File: src/rtl/srseq_pkg.sv
package srseq_pkg;

  typedef enum logic [3:0] {
    S_IDLE, S_PRE, S_TRP, S_REF, S_SREF, S_SR_HOLD,
    S_SR_EXIT, S_DPD, S_DPD_HOLD, S_NEED_INIT
  } seq_state_t;

  typedef enum logic [1:0] { G_REF, G_SR, G_DPD } seq_goal_t;

  // {cs_n, ras_n, cas_n, we_n}
  localparam logic [3:0] CMD_NOP = 4'b0111;
  localparam logic [3:0] CMD_PRE = 4'b0010;
  localparam logic [3:0] CMD_REF = 4'b0001;
  localparam logic [3:0] CMD_DPD = 4'b0110;

  // refresh interval rounded down to whole clock cycles
  function automatic int ref_cycles(input int period_ns, input int clk_ns);
    return period_ns / clk_ns;
  endfunction

  // self-refresh exit window never shorter than two clocks
  function automatic int xsr_cycles(input int t_xsr);
    return (t_xsr < 2) ? 2 : t_xsr;
  endfunction

  // width for stage and age counters, with headroom for saturation
  function automatic int stage_width(input int a, input int b, input int c);
    int m;
    m = a;
    if (b > m) m = b;
    if (c > m) m = c;
    return $clog2(m + 1) + 1;
  endfunction

endpackage

File: src/rtl/srseq_interval_timer.sv
module srseq_interval_timer #(
  parameter int REF_CYC = 781
) (
  input  logic clk,
  input  logic rst_n,
  input  logic hold,
  output logic tick
);
  localparam int TW = $clog2(REF_CYC + 1);
  localparam logic [TW-1:0] RELOAD = TW'(REF_CYC - 1);

  logic [TW-1:0] remain;

  always_ff @(posedge clk) begin
    if (!rst_n || hold)   remain <= RELOAD;
    else if (remain == '0) remain <= RELOAD;
    else                  remain <= remain - 1'b1;
  end

  assign tick = (remain == '0) && !hold;

endmodule

File: src/rtl/srseq_pending.sv
module srseq_pending #(
  parameter int MAX_PEND = 4
) (
  input  logic clk,
  input  logic rst_n,
  input  logic inc,
  input  logic dec,
  input  logic clr,
  output logic any,
  output logic full
);
  localparam int PW = $clog2(MAX_PEND + 1);
  localparam logic [PW-1:0] LIMIT = PW'(MAX_PEND);

  logic [PW-1:0] count;

  always_ff @(posedge clk) begin
    if (!rst_n || clr) count <= '0;
    else if (inc && !dec && count != LIMIT) count <= count + 1'b1;
    else if (dec && !inc && count != '0)    count <= count - 1'b1;
  end

  assign any  = (count != '0);
  assign full = (count == LIMIT);

  // a refresh is only ever spent against a recorded request
  assert_dec_nonzero_R4: assert property (@(posedge clk) disable iff (!rst_n)
    dec |-> (count != '0));

endmodule

File: src/rtl/srseq_stage_counter.sv
module srseq_stage_counter #(
  parameter int W = 5
) (
  input  logic         clk,
  input  logic         rst_n,
  input  logic         restart,
  output logic [W-1:0] count
);
  always_ff @(posedge clk) begin
    if (!rst_n || restart) count <= '0;
    else if (count != '1)  count <= count + 1'b1;
  end
endmodule

File: src/rtl/sdram_refresh_seq.sv
module sdram_refresh_seq
  import srseq_pkg::*;
#(
  parameter int CLK_PERIOD_NS = 20,
  parameter int REF_PERIOD_NS = 15625,
  parameter int T_RP          = 3,
  parameter int T_RAS         = 6,
  parameter int T_XSR         = 8,
  parameter int MAX_PEND      = 4,
  parameter int ADDR_W        = 13
) (
  input  logic              clk,
  input  logic              rst_n,
  input  logic              host_busy,
  input  logic              sr_req,
  input  logic              dpd_req,
  input  logic              init_done,
  output logic              cke,
  output logic              cs_n,
  output logic              ras_n,
  output logic              cas_n,
  output logic              we_n,
  output logic [ADDR_W-1:0] addr,
  output logic              seq_busy,
  output logic              yield_req,
  output logic              need_init
);
  localparam int REF_CYC = ref_cycles(REF_PERIOD_NS, CLK_PERIOD_NS);
  localparam int XSR_CYC = xsr_cycles(T_XSR);
  localparam int CNT_W   = stage_width(T_RP, T_RAS, XSR_CYC);
  localparam int AP_BIT  = 10;
  localparam logic [CNT_W-1:0] TRP_LAST  = CNT_W'(T_RP - 2);
  localparam logic [CNT_W-1:0] RAS_LAST  = CNT_W'(T_RAS - 2);
  localparam logic [CNT_W-1:0] XSR_LAST  = CNT_W'(XSR_CYC - 1);
  localparam logic [CNT_W-1:0] TRP_MIN   = CNT_W'(T_RP);
  localparam logic [CNT_W-1:0] RAS_MIN   = CNT_W'(T_RAS);
  localparam logic [CNT_W-1:0] XSR_MIN   = CNT_W'(XSR_CYC);
  localparam logic [ADDR_W-1:0] ALL_BANKS = ADDR_W'(1) << AP_BIT;

  seq_state_t state, state_nx;
  seq_goal_t  goal, goal_nx;
  logic [CNT_W-1:0] stage_cnt;
  logic [3:0] cmd_bus;
  logic tick, pend_any, pend_full;
  logic timer_hold, ref_issue, pend_clr, start_seq;

  // ---------------- sub-blocks ----------------
  srseq_interval_timer #(.REF_CYC(REF_CYC)) u_timer (
    .clk(clk), .rst_n(rst_n), .hold(timer_hold), .tick(tick));

  srseq_pending #(.MAX_PEND(MAX_PEND)) u_pend (
    .clk(clk), .rst_n(rst_n), .inc(tick), .dec(ref_issue), .clr(pend_clr),
    .any(pend_any), .full(pend_full));

  srseq_stage_counter #(.W(CNT_W)) u_stage (
    .clk(clk), .rst_n(rst_n), .restart(state_nx != state), .count(stage_cnt));

  // ---------------- sequencing ----------------
  assign start_seq = !host_busy && (dpd_req || sr_req || pend_any);

  always_comb begin
    state_nx = state;
    goal_nx  = goal;
    case (state)
      S_IDLE: if (start_seq) begin
        state_nx = S_PRE;
        goal_nx  = dpd_req ? G_DPD : (sr_req ? G_SR : G_REF);
      end
      S_PRE:  state_nx = S_TRP;
      S_TRP:  if (stage_cnt >= TRP_LAST)
                state_nx = (goal == G_DPD) ? S_DPD : ((goal == G_SR) ? S_SREF : S_REF);
      S_REF:      state_nx = S_IDLE;
      S_SREF:     state_nx = S_SR_HOLD;
      S_SR_HOLD:  if (!sr_req && stage_cnt >= RAS_LAST) state_nx = S_SR_EXIT;
      S_SR_EXIT:  if (stage_cnt >= XSR_LAST) state_nx = S_IDLE;
      S_DPD:      state_nx = S_DPD_HOLD;
      S_DPD_HOLD: if (!dpd_req) state_nx = S_NEED_INIT;
      S_NEED_INIT: if (init_done) state_nx = S_IDLE;
      default:    state_nx = S_IDLE;
    endcase
  end

  always_ff @(posedge clk) begin
    if (!rst_n) begin
      state <= S_IDLE;
      goal  <= G_REF;
    end else begin
      state <= state_nx;
      goal  <= goal_nx;
    end
  end

  // ---------------- internal events ----------------
  assign ref_issue  = (state == S_REF);
  assign pend_clr   = (state == S_SREF) || (state == S_DPD);
  assign timer_hold = (state inside {S_SREF, S_SR_HOLD, S_SR_EXIT,
                                     S_DPD, S_DPD_HOLD, S_NEED_INIT});

  // ---------------- pin decode ----------------
  always_comb begin
    cmd_bus = CMD_NOP;
    addr    = '0;
    cke     = 1'b1;
    case (state)
      S_PRE:      begin cmd_bus = CMD_PRE; addr = ALL_BANKS; end
      S_REF:      cmd_bus = CMD_REF;
      S_SREF:     begin cmd_bus = CMD_REF; cke = 1'b0; end
      S_SR_HOLD:  cke = 1'b0;
      S_DPD:      begin cmd_bus = CMD_DPD; cke = 1'b0; end
      S_DPD_HOLD: cke = 1'b0;
      default: ;
    endcase
  end

  assign {cs_n, ras_n, cas_n, we_n} = cmd_bus;
  assign seq_busy  = !(state inside {S_IDLE, S_NEED_INIT});
  assign yield_req = pend_full;
  assign need_init = (state == S_NEED_INIT);

  // ---------------- verification ages ----------------
  logic [CNT_W-1:0] pre_age, low_len, rise_age;
  logic cmd_live;
  assign cmd_live = (cmd_bus != CMD_NOP);

  always_ff @(posedge clk) begin
    if (!rst_n) begin
      pre_age  <= '1;
      low_len  <= '0;
      rise_age <= '1;
    end else begin
      if (cmd_bus == CMD_PRE)  pre_age <= CNT_W'(1);
      else if (pre_age != '1)  pre_age <= pre_age + 1'b1;
      if (!cke)                low_len <= (low_len != '1) ? low_len + 1'b1 : low_len;
      else                     low_len <= '0;
      if (!cke)                rise_age <= '0;
      else if (rise_age != '1) rise_age <= rise_age + 1'b1;
    end
  end

  assert_pre_gap_R3: assert property (@(posedge clk) disable iff (!rst_n)
    (cmd_bus == CMD_REF || cmd_bus == CMD_DPD) |-> (pre_age >= TRP_MIN));

  assert_sr_min_low_R7: assert property (@(posedge clk) disable iff (!rst_n)
    ($rose(cke) && goal == G_SR) |-> (low_len >= RAS_MIN));

  assert_exit_nops_R8: assert property (@(posedge clk) disable iff (!rst_n)
    (cmd_live && cke) |-> (rise_age >= XSR_MIN));

  assert_bus_free_start_R4: assert property (@(posedge clk) disable iff (!rst_n)
    $rose(seq_busy) |-> !$past(host_busy));

  assert_init_after_dpd_R10: assert property (@(posedge clk) disable iff (!rst_n)
    $rose(need_init) |-> !$past(cke));

endmodule

File: config.mk
export PLATFORM = sky130hd
export DESIGN_NAME = sdram_refresh_seq
export DESIGN_NICKNAME = d
export VERILOG_FILES = /design/src/rtl/srseq_pkg.sv /design/src/rtl/srseq_interval_timer.sv /design/src/rtl/srseq_pending.sv /design/src/rtl/srseq_stage_counter.sv /design/src/rtl/sdram_refresh_seq.sv
export SDC_FILE = /design/constraint.sdc
export NUM_CORES = 1
export LEC_CHECK = 0
export ABC_AREA = 1
export BUFFER_PORTS_ARGS = -buffer_cell sky130_fd_sc_hd__buf_2
export CAP_MARGIN = 0
export CORE_AREA = 10 10 61 83
export DETAILED_ROUTE_END_ITERATION = 6
export DIE_AREA = 0 0 71 93
export GPL_ROUTABILITY_DRIVEN = 0
export GPL_TIMING_DRIVEN = 0
export PLACE_DENSITY_LB_ADDON = 0.3
export SYNTH_ARGS = -nofsm -noshare
export SYNTH_HDL_FRONTEND = slang
export SYNTH_SLANG_ARGS = --single-unit
export TNS_END_PERCENT = 1
File: constraint.sdc
create_clock -name clk -period 4.76 [get_ports clk]
set_input_delay 0.476 -clock clk [delete_from_list [all_inputs] [get_ports clk]]
set_output_delay 0.476 -clock clk [all_outputs]
set_load 0.05 [all_outputs]
## After elaboration in Yosys (flattened, before gate mapping)

Cells that the tools add are included.

| word-level totals | value |
|---|---|
| input port bits | 6 |
| output and inout port bits | 21 |
| flip-flop bits (word level) | 24 |
| logic and storage cells | 73 |

| cells by class | value |
|---|---|
| multiplexer cells | 16 |
| $add $sub $neg | 4 |
| eq/ne operators | 15 |
| reductions and logical operators | 30 |
| magnitude comparators | 3 |

Operators with widths:

| kind | count |
|---|---|
| case mux 4 bit (9 select lines) | 1 |
| 2-to-1 mux 4 bit | 6 |
| == test 4 x 3 -> 1 bit (second input constant) | 4 |
| 2-to-1 mux 3 bit | 4 |
| 2-to-1 mux 11 bit | 1 |
| >= comparator 5 x 3 -> 1 bit (second input constant) | 2 |
| logical NOT 10 bit | 1 |
| subtractor 10 x 1 -> 10 bit (second input constant) | 1 |
| case mux 3 bit (3 select lines) | 1 |
| == test 4 x 2 -> 1 bit (second input constant) | 2 |
| == test 4 bit (second input constant) | 2 |
| logical AND 1 bit | 7 |
| logical NOT 1 bit | 7 |
| logical OR 1 bit | 6 |
| nonzero test 6 bit | 1 |
| adder 5 x 1 -> 5 bit (second input constant) | 1 |
| >= comparator 5 x 1 -> 1 bit (second input constant) | 1 |
| != test 5 bit (second input constant) | 1 |
| == test 4 x 1 -> 1 bit (second input constant) | 1 |
| logical NOT 4 bit | 1 |
| != test 4 bit | 1 |
| nonzero test 2 bit | 2 |
| OR reduction 2 bit | 2 |
| OR reduction 4 bit | 1 |
| other kinds (10) | 11 |

## Longest topological paths before layout

Gate-level depths: netlist of the first run.

| logic depth | value |
|---|---|
| word-level depth | 9 |
| mapped depth | 14 |
| depth with buffers taken out | 14 |

## Modules after synthesis

From an unflattened synthesis of the first run, not the netlist that was laid out.

| second synthesis, totals | value |
|---|---|
| cells, all modules | 258 |
| area, all modules | 1690.4 um2 |

By module, submodules not included:

| module | sequential area each (um2) | times used | area each (um2) | cells an instance |
|---|---|---|---|---|
| sdram_refresh_seq | 120.1 | 1 | 684.4 | 123 |
| srseq_interval_timer | 200.2 | 1 | 544.3 | 69 |
| srseq_stage_counter | 100.1 | 1 | 246.5 | 32 |
| srseq_pending | 60.1 | 1 | 215.2 | 34 |

## Worst setup path after synthesis of the first run

Ideal clock, no wire load.

| path | value |
|---|---|
| path type | flip-flop to output port |
| from | register state[2] |
| to | output port ras_n |
| path buffers | 0 |
| data arrival time | 1.824 ns |
| slack | 2.460 ns |
| cell stages (with the launch flop) | 5 |
| cells stage by stage | dfxtp_1 nor2_2 inv_2 nor2_2 nor3_1 |

| between the ends | value |
|---|---|
| longest elaborated chain between the ends | 3 |
| elaborated cells between the ends (all ways) | 6 |
| classes of those cells | 4 x eq/ne; 1 x mux; 1 x reduce/logical |

RTL lines:

| element | line | RTL |
|---|---|---|
| start, declared | sdram_refresh_seq.sv:40 | `seq_state_t state, state_nx;` |
| start signal, assigned | sdram_refresh_seq.sv:88 | `state <= state_nx;` |
| == test 4 x 3 -> 1 bit or == test 4 x 2 -> 1 bit (tied branches) | sdram_refresh_seq.sv:104 | `case (state)` |
| OR reduction 2 bit (no line) | - |  |
| case mux 3 bit (3 select lines) * | sdram_refresh_seq.sv:104 |  |
| end, declared | sdram_refresh_seq.sv:20 | `output logic ras_n,` |

Every way passes the cells marked *; elsewhere a longest branch is shown, timed or not.

## Final worst setup path of the first run

| path | value |
|---|---|
| from | register state[0] |
| to | output port cke |

| between the ends | value |
|---|---|
| longest elaborated chain between the ends | 3 |
| elaborated cells between the ends (all ways) | 6 |
| classes of those cells | 4 x eq/ne; 1 x mux; 1 x reduce/logical |

RTL lines:

| element | line | RTL |
|---|---|---|
| == test 4 x 3 -> 1 bit or == test 4 bit (tied branches) | sdram_refresh_seq.sv:104 |  |
| OR reduction 4 bit (no line) * | - |  |
| 2-to-1 mux 1 bit * | sdram_refresh_seq.sv:104 |  |
| end, declared | sdram_refresh_seq.sv:18 | `output logic cke,` |

Marks and branches as above.

==> results.md, run 1 <==
- Detail-routed net length per standard cell: 10.1 microns
- Synth top area cells: dfxtp_1 31%, nand2_1 11%, nor2_1 9.1%
- RSZ-0062 raised after global routing: no
- Num rows: 26
- Yosys top cell by area: dfxtp_1
- GR Util met3: 0.0275
- Startpoint Class: flip-flop
- Critical Path, Cell by Cell: inv_2, nor3_1, inv_1, nand2_1, a21oi_1, buf_2
- CP delay by family, top: flip-flops
- Crit path kind: reg2out
- Fin Clk Skew: 0.00620 ns
- CP Capture Type: output port
- TritonRoute pass-1 iters: 4
- H-Tree Depth: 1
- Number of inserted diodes: 0
- First-pass GRT wire length: 5560 microns
- Fmax: 0.466 GHz
- Status: finished, final reports clean
- Top cell type's share of synthesized area: 0.306
- Die Span Y: 93 microns
- Cells after Synth: 236
- GR Util met2: 0.185
- Tcrit/Tclk final: 0.450
- Clk buf depth: 2
- Commonest non-fill, non-tap cell in the layout: nand2_1
- GRT Util Overall: 0.0968
- Ports: 27
- Gr ovfl total: 0
- Sink Count: 24
- P_leak: 0.928 nW
- Synthesized area: 0.00157 sq mm
- CP max-delay cell: dfxtp_1
- Commonest non-fill, non-tap cells in the layout: 47 x nand2_1, 38 x nor2_1, 31 x inv_1, 24 x dfxtp_1, 17 x nand3_1
- Setup TNS: 0 ns
- Worst Path Required: 4.28 ns
- Cts repair resizes: 0
- DR iter-0 viols: 48
- CTS tree: built
- Max Fanout on Critical Path: 7
- P per Cell Area: 312 mW/mm^2
- Post-DP Area: 0.00173 sq mm
- Clk Latency, worst-skew pair: 0.27 ns
- Hold-fix buffers, CTS: 0
- Starting Density: 0.439
- Cts bufs inserted: 3
- DR DRC count: 0
- Yosys warns: 0
- Pin count of the biggest net entering global routing: 15
- Max-slew violation count: 0
- Peak supply drop: 0.193 mV
- Initial antenna violation count: 0
- Most Used Layer, Global Route: met2
- Setup violators final: 0
- Crit path buf inv count: 3
- Layout cell share with drive strength beyond 1: 0.185
- Nets@finish: 279
- Hold Crit Class: reg2reg
- Detailed Place HPWL: 2600 microns
- Clock root buffer: clkbuf_8
- Final Hold Fails: 0
- Post-CTS Setup Repair Bufs: 0
- Synth-to-layout area growth: 14.9%
- Min Clock Period, post-route: 2.14 ns
- Final Cell Area: 0.00181 sq mm
- Die Area: 0.00660 sq mm
- # Max-Cap Violations: 0
- Core Box Area: 0.00358 sq mm
- Clk slew on worst S/H paths: 0.08 ns
- Die Span X: 71 microns
- Vias in the first global route: 1448
- Routed Antenna Nets: 0
- Via count: 1403
- Met1 Track Usage GR: 0.0916
- Worst reg-to-reg setup slack: 2.68 ns
- Seq/Total Area, Yosys: 0.306
- Number of vias per cell: 4.57
- Distinct cells, synth: 27
- PortBufs: 13
- Yosys reg bits: 24
- Final WL: 3090 microns
- Syn avg cell area: 6.66 sq um
- CP arrival: 1.67 ns
- Delay of the slowest critical-path stage: 0.49 ns
stage by stage:
step | utilization | cells | power, mW | hold slack, ns | setup WS [ns]
floorplan | - | 248 | 0.361 | 0.414 | 2.46
global placement | 0.485 | 303 | 0.386 | 0.424 | 2.70
detailed placement | 0.485 | 303 | 0.389 | 0.434 | 2.69
CTS | 0.505 | 307 | 0.568 | 0.450 | 2.61
global route | 0.505 | 307 | 0.595 | 0.472 | 2.44
finish | 0.505 | 307 | 0.563 | 0.443 | 2.62
final cells by class:
type	instances	area [sq um]
multi-input cells	174	892
plain buffers	15	113
flip-flops and latches	24	480
fillers	392	1770
clock inverters	1	30.0
inverters	35	131
clock buffers	3	41.3
well taps	42	52.6
repair buffers	13	65.1
logic make-up (layout without fill, tap and decap cells):
group / count (synthesis) / in the layout / synth area share
compound gates: 23 / 23 / 0.0796
xor+xnor: 7 / 7 / 0.0390
fa+ha+maj: 7 / 7 / 0.0605
buf+inv: 50 / 67 / 0.155
flops: 24 / 24 / 0.306
mux: 1 / 1 / 0.00637
other cells: 1 / 13 / 0.00239
simple gates: 123 / 123 / 0.351
per-layer routing:
metal,part of all wire,vias up
met5,0,-
met4,0.016,0
met3,0.051,6
met2,0.52,19
met1,0.41,612
li1,-,766
flip-flops by register name, summed over array words and instances, names as in the netlist:
name	count
goal	2
state	4
u_pend.count	3
u_stage.count	5
u_timer.remain	10
synthesized netlist by cell type:
library cell / n
nand2_1: 47
nor2_1: 38
inv_1: 31
dfxtp_1: 24
nand3_1: 17
buf_4: 13
a21oi_1: 11
o21ai_0: 7
ha_1: 6
nor2_2: 5
xor2_1: 5
inv_2: 4
nand2_2: 4
a31oi_1: 3
nand4_1: 3
nor3_1: 3
nand3_2: 2
nand3b_1: 2
nor2_4: 2
xnor2_1: 2
a21oi_2: 1
buf_6: 1
clkbuf_1: 1
conb_1: 1
fa_1: 1
mux2i_1: 1
o31ai_1: 1
where the power goes:
group / switching, mW / internal (mW) / total [mW]
Combinational: 0.106 / 0.0493 / 0.156
Sequential: 0.0135 / 0.214 / 0.227
Clock: 0.0677 / 0.112 / 0.180
Total: 0.188 / 0.376 / 0.563
worst paths after layout:
| path | cells past startpoint | to | from |
|---|---|---|---|
| max reg2reg | 14 | u_pend.count[2] | u_timer.remain[0] |
| max | 6 | cke | state[0] |
| min reg2reg | 1 | u_timer.remain[0] | u_timer.remain[0] |
| min | 1 | u_timer.remain[0] | u_timer.remain[0] |
worst reg2reg max path: cells and delay by family, from the launching register on:
family | cells | cell delay [ns]
AND/OR/NAND/NOR | 10 | 0.92
adder cells (fa/ha/maj) | 2 | 0.60
flip-flops | 1 | 0.33
buffers and inverters | 2 | 0.15
Note: power is estimated with default switching activity, not from simulation.
==> inputs of run 2 (changes only) <==
--- a/config.mk
+++ b/config.mk
@@ -5,12 +5,12 @@
 export SDC_FILE = /design/constraint.sdc
 export NUM_CORES = 1
 export LEC_CHECK = 0
-export ABC_AREA = 1
+export ABC_AREA = 0
 export BUFFER_PORTS_ARGS = -buffer_cell sky130_fd_sc_hd__buf_2
 export CAP_MARGIN = 0
-export CORE_AREA = 10 10 61 83
+export CORE_AREA = 10 10 63 85
 export DETAILED_ROUTE_END_ITERATION = 6
-export DIE_AREA = 0 0 71 93
+export DIE_AREA = 0 0 73 95
 export GPL_ROUTABILITY_DRIVEN = 0
 export GPL_TIMING_DRIVEN = 0
 export PLACE_DENSITY_LB_ADDON = 0.3
==> constraint.sdc (replaced) <==
create_clock -name clk -period 1.9 [get_ports clk]
set_input_delay 0.19 -clock clk [delete_from_list [all_inputs] [get_ports clk]]
set_output_delay 0.19 -clock clk [all_outputs]
set_load 0.05 [all_outputs]
==> run 2 against run 1 <==
Against the previous run:
- the flow now finishes with violations (negative setup slack)
- synthesized cell count is 18% lower
- non-clock buffer count up 10
- clock skew down 0.0040 ns
- combinational power increased to 2.6 times the previous value
- worst hold slack worse by 0.23 ns
- global-route usage increased by 1.1 points
- register-to-register slack got worse by 3.0 ns
- cell count is 12% lower
- area after synthesis is 4.3% higher
- clock power increased to 2.6 times the previous value
- critical path depth increased by 2
- setup slack lost 3.0 ns
- largest power group unchanged
==> results.md, run 2 <==
- Clk buf depth: 2 (unchanged)
- Seq/Total Area, Yosys: 0.293 (was 0.306)
- Failing checks: negative setup slack
- Sink Count: 24 (unchanged)
- CTS tree: built (unchanged)
- Clk slew on worst S/H paths: 0.09 ns (was 0.08 ns)
- Yosys reg bits: 24 (unchanged)
- Hold-fix buffers, CTS: 0 (unchanged)
- Core Box Area: 0.00385 sq mm (was 0.00358 sq mm)
- Met1 Wirelength: 1480 microns (was 1270 microns)
- Cts bufs inserted: 3 (unchanged)
- Post-DP Area: 0.00182 sq mm (was 0.00173 sq mm)
- Asr flop ratio synth: 0 (unchanged)
- DR DRC count: 0 (unchanged)
- Synth Flop Type: dfxtp_1 (unchanged)
- Detailed Place HPWL: 2810 microns (was 2600 microns)
- Distinct cells, synth: 54 (was 27)
- Tcrit/Tclk final: 1.18
- Worst reg-to-reg setup slack: -0.34 ns (was 2.68 ns)
- Routed length on met2: 2010 microns (was 1600 microns)
- Fin cells: 271 (was 307)
- CP arrival: 2.42 ns (was 1.67 ns)
- H-Tree Depth: 1 (unchanged)
- Startpoint Class: flip-flop (unchanged)
- Number of inserted diodes: 0 (unchanged)
- # Max-Cap Violations: 0 (unchanged)
- Num rows: 27 (was 26)
- Setup violators final: 12 (was 0)
- Post-synth EDFFs: 0 (unchanged)
- Layout cell share with drive strength beyond 1: 0.311 (was 0.185)
- Pre-CTS setup slack: -0.478 ns (was 2.69 ns)
- Cells after Synth: 193 (was 236)
- Critical Path, Cell by Cell: inv_2, ha_4, or4b_4, nor2_4, nand4_1, fa_2, o221a_4, o31a_1 (was inv_2, nor3_1, inv_1, nand2_1, a21oi_1, buf_2)
- Hold Crit Class: in2reg (was reg2reg)
- Synthesized area: 0.00164 sq mm (was 0.00157 sq mm)
- Clock root buffer: clkbuf_8 (unchanged)
- Clk network pwr share: 0.323 (was 0.320)
- Power Internal: 962 uW (was 376 uW)
- Yosys top cell by area: dfxtp_1 (unchanged)
- Delay of the slowest critical-path stage: 0.48 ns (was 0.49 ns)
- Fmax: 0.446 GHz
- First-pass GRT wire length: 6110 microns (was 5560 microns)
- Clk Latency, worst-skew pair: 0.28 ns (was 0.27 ns)
- Synth top cells by count: 24 x dfxtp_1, 18 x nand2_1, 16 x nor2_1, 15 x buf_4, 9 x inv_1 (was 47 x nand2_1, 38 x nor2_1, 31 x inv_1, 24 x dfxtp_1, 17 x nand3_1)
- Max reg flops: 10 (unchanged)
- Gr ovfl total: 0 (unchanged)
- Starting Density: 0.426 (was 0.439)
- Detail-routed net length per standard cell: 14.0 microns (was 10.1 microns)
- P per Cell Area: 717 mW/mm^2 (was 312 mW/mm^2)
- Top sig layer: met4 (unchanged)
- Yosys warns: 0 (unchanged)
- Die Span X: 73 microns (was 71 microns)
- Multi-input logic area: 0.00110 sq mm (was 892 sq um)
- Ports: 27 (unchanged)
- Die Area: 0.00694 sq mm (was 0.00660 sq mm)
- Routed Antenna Nets: 0 (unchanged)
- Crit path kind: reg2reg (was reg2out)
- Worst hold slack: 0.212 ns (was 0.443 ns)
- Peak supply drop: 0.416 mV (was 0.193 mV)
- Max-slew violation count: 0 (unchanged)
- Commonest non-fill, non-tap cells in the layout: 22 x buf_4, 20 x dfxtp_1, 17 x nand2_1, 15 x nor2_1, 13 x conb_1 (was 47 x nand2_1, 38 x nor2_1, 31 x inv_1, 24 x dfxtp_1, 17 x nand3_1)
- Die Span Y: 95 microns (was 93 microns)
- Final Hold Fails: 0 (unchanged)
- Max_slew headroom: 0.623
- Vias in the first global route: 1405 (was 1448)
- Status: finished with violations (was finished, final reports clean)
- Worst Path Required: 2.08 ns (was 4.28 ns)
- Worst Tran Pin Value: 0.561 ns
- Final Cell Area: 0.00200 sq mm (was 0.00181 sq mm)
- Comb pwr share: 0.284 (was 0.276)
- DR iter-0 viols: 36 (was 48)
- CP Capture Type: flip-flop (was output port)
- Placed Instances: 261 (was 303)
- TritonRoute pass-1 iters: 4 (unchanged)
- Via count: 1465 (was 1403)
- Initial antenna violation count: 0 (unchanged)
- Flop pwr share: 0.394 (was 0.404)
- GRT Util Overall: 0.108 (was 0.0968)
- RSZ-0062 raised after global routing: yes (was no)
- Pin count of the biggest net entering global routing: 15 (unchanged)
- DR WL met3: 214 microns (was 158 microns)
- Fillers: 383 (was 392)
- Count leader, synth: dfxtp_1 (was nand2_1)
- Final Worst Setup Slack: -0.343 ns (was 2.62 ns)
- Sw Share: 0.330 (was 0.333)
- CP max-delay cell: or4b_4 (was dfxtp_1)
- Total net switching power: 474 uW (was 188 uW)
- Nets@finish: 242 (was 279)
- Number of vias per cell: 5.41 (was 4.57)
- Top reg by flops: u_timer.remain (unchanged)
- Synth-to-layout area growth: 22.2% (was 14.9%)
- P_leak: 0.780 nW (was 0.928 nW)
- Synth top area cells: dfxtp_1 29%, buf_4 6.9%, ha_1 4.6% (was dfxtp_1 31%, nand2_1 11%, nor2_1 9.1%)
- Min Clock Period, post-route: 2.24 ns
- Final WL: 3810 microns (was 3090 microns)
- Top cell type's share of synthesized area: 0.293 (was 0.306)
- Regs by FF count: u_timer.remain (10), u_stage.count (5), state (4) (unchanged)
- Register area: 485 sq um (was 480 sq um)
- Commonest non-fill, non-tap cell in the layout: buf_4 (was nand2_1)
- Fin Clk Skew: 0.00222 ns (was 0.00620 ns)
- Max Fanout on Critical Path: 4 (was 7)
- Syn avg cell area: 8.49 sq um (was 6.66 sq um)
- PortBufs: 13 (unchanged)
run 2: worst max-delay path, delay by kind of cell, from the launching register on:
| kind | cells | cell delay [ns] |
|---|---|---|
| and+or+nand+nor | 3 | 0.71 |
| adders and majority gates | 2 | 0.55 |
| AOI/OAI and AO/OA | 2 | 0.49 |
| DFF | 1 | 0.33 |
| buffers and inverters | 1 | 0.06 |
run 2: path summary, 6_finish.rpt:
kind,from,end,cells past startpoint
max,u_timer.remain[0],u_pend.count[2],8
min,rst_n,state[1],2
max reg2reg,u_timer.remain[0],u_pend.count[2],8
min reg2reg,u_timer.remain[8],u_timer.remain[8],2
run 2: power by group through the flow:
stage               Clock (mW)  Sequential (mW)  Combinational [mW]
global route             0.482            0.570               0.441
global placement             0            0.576               0.371
floorplan                    0            0.569               0.312
detailed placement           0            0.577               0.374
finish                   0.463            0.565               0.408
CTS                      0.465            0.564               0.393
run 2: stage by stage:
stage	utilization	TNS (ns)	power, mW
final	0.520	-1.82	1.44
after global routing	0.520	-2.89	1.49
after CTS	0.506	-0.779	1.42
after detailed placement	0.473	-1.08	0.952
after global placement	0.473	-0.910	0.947
after floorplan	-	-0.559	0.881
run 2: routing by layer:
metal | vias up | track usage
li1 | 734 | -
met1 | 689 | 0.108
met2 | 31 | 0.190
met3 | 11 | 0.0304
met4 | 0 | 0.0635
met5 | - | 0
run 2: final cells by class:
class / instances / area share
clock buffers: 3 / 0.0206
plain buffers: 19 / 0.0718
multi-input cells: 153 / 0.550
well taps: 43 / 0.0269
clock inverters: 1 / 0.0150
flip-flops and latches: 24 / 0.242
repair buffers: 19 / 0.0562
inverters: 9 / 0.0169
run 2: timing repair:
action / CTS / global route
endpoints found under the setup margin: 15 / 22
gates resized for setup: 6 / 15
setup buffers: 4 / 2
cloned: 0 / 0
pin swaps: 2 / 3
run 2: cell families (layout without fill, tap and decap cells):
logic type,count (synthesis),in the layout,synth area share
and+or+nand+nor,81,81,0.282
AOI/OAI and AO/OA,37,37,0.177
buffers and inverters,28,51,0.104
DFF,24,24,0.293
xor gates and xnor gates,10,10,0.0534
adders and majority gates,7,7,0.0580
muxes,5,5,0.0305
other,1,13,0.00229
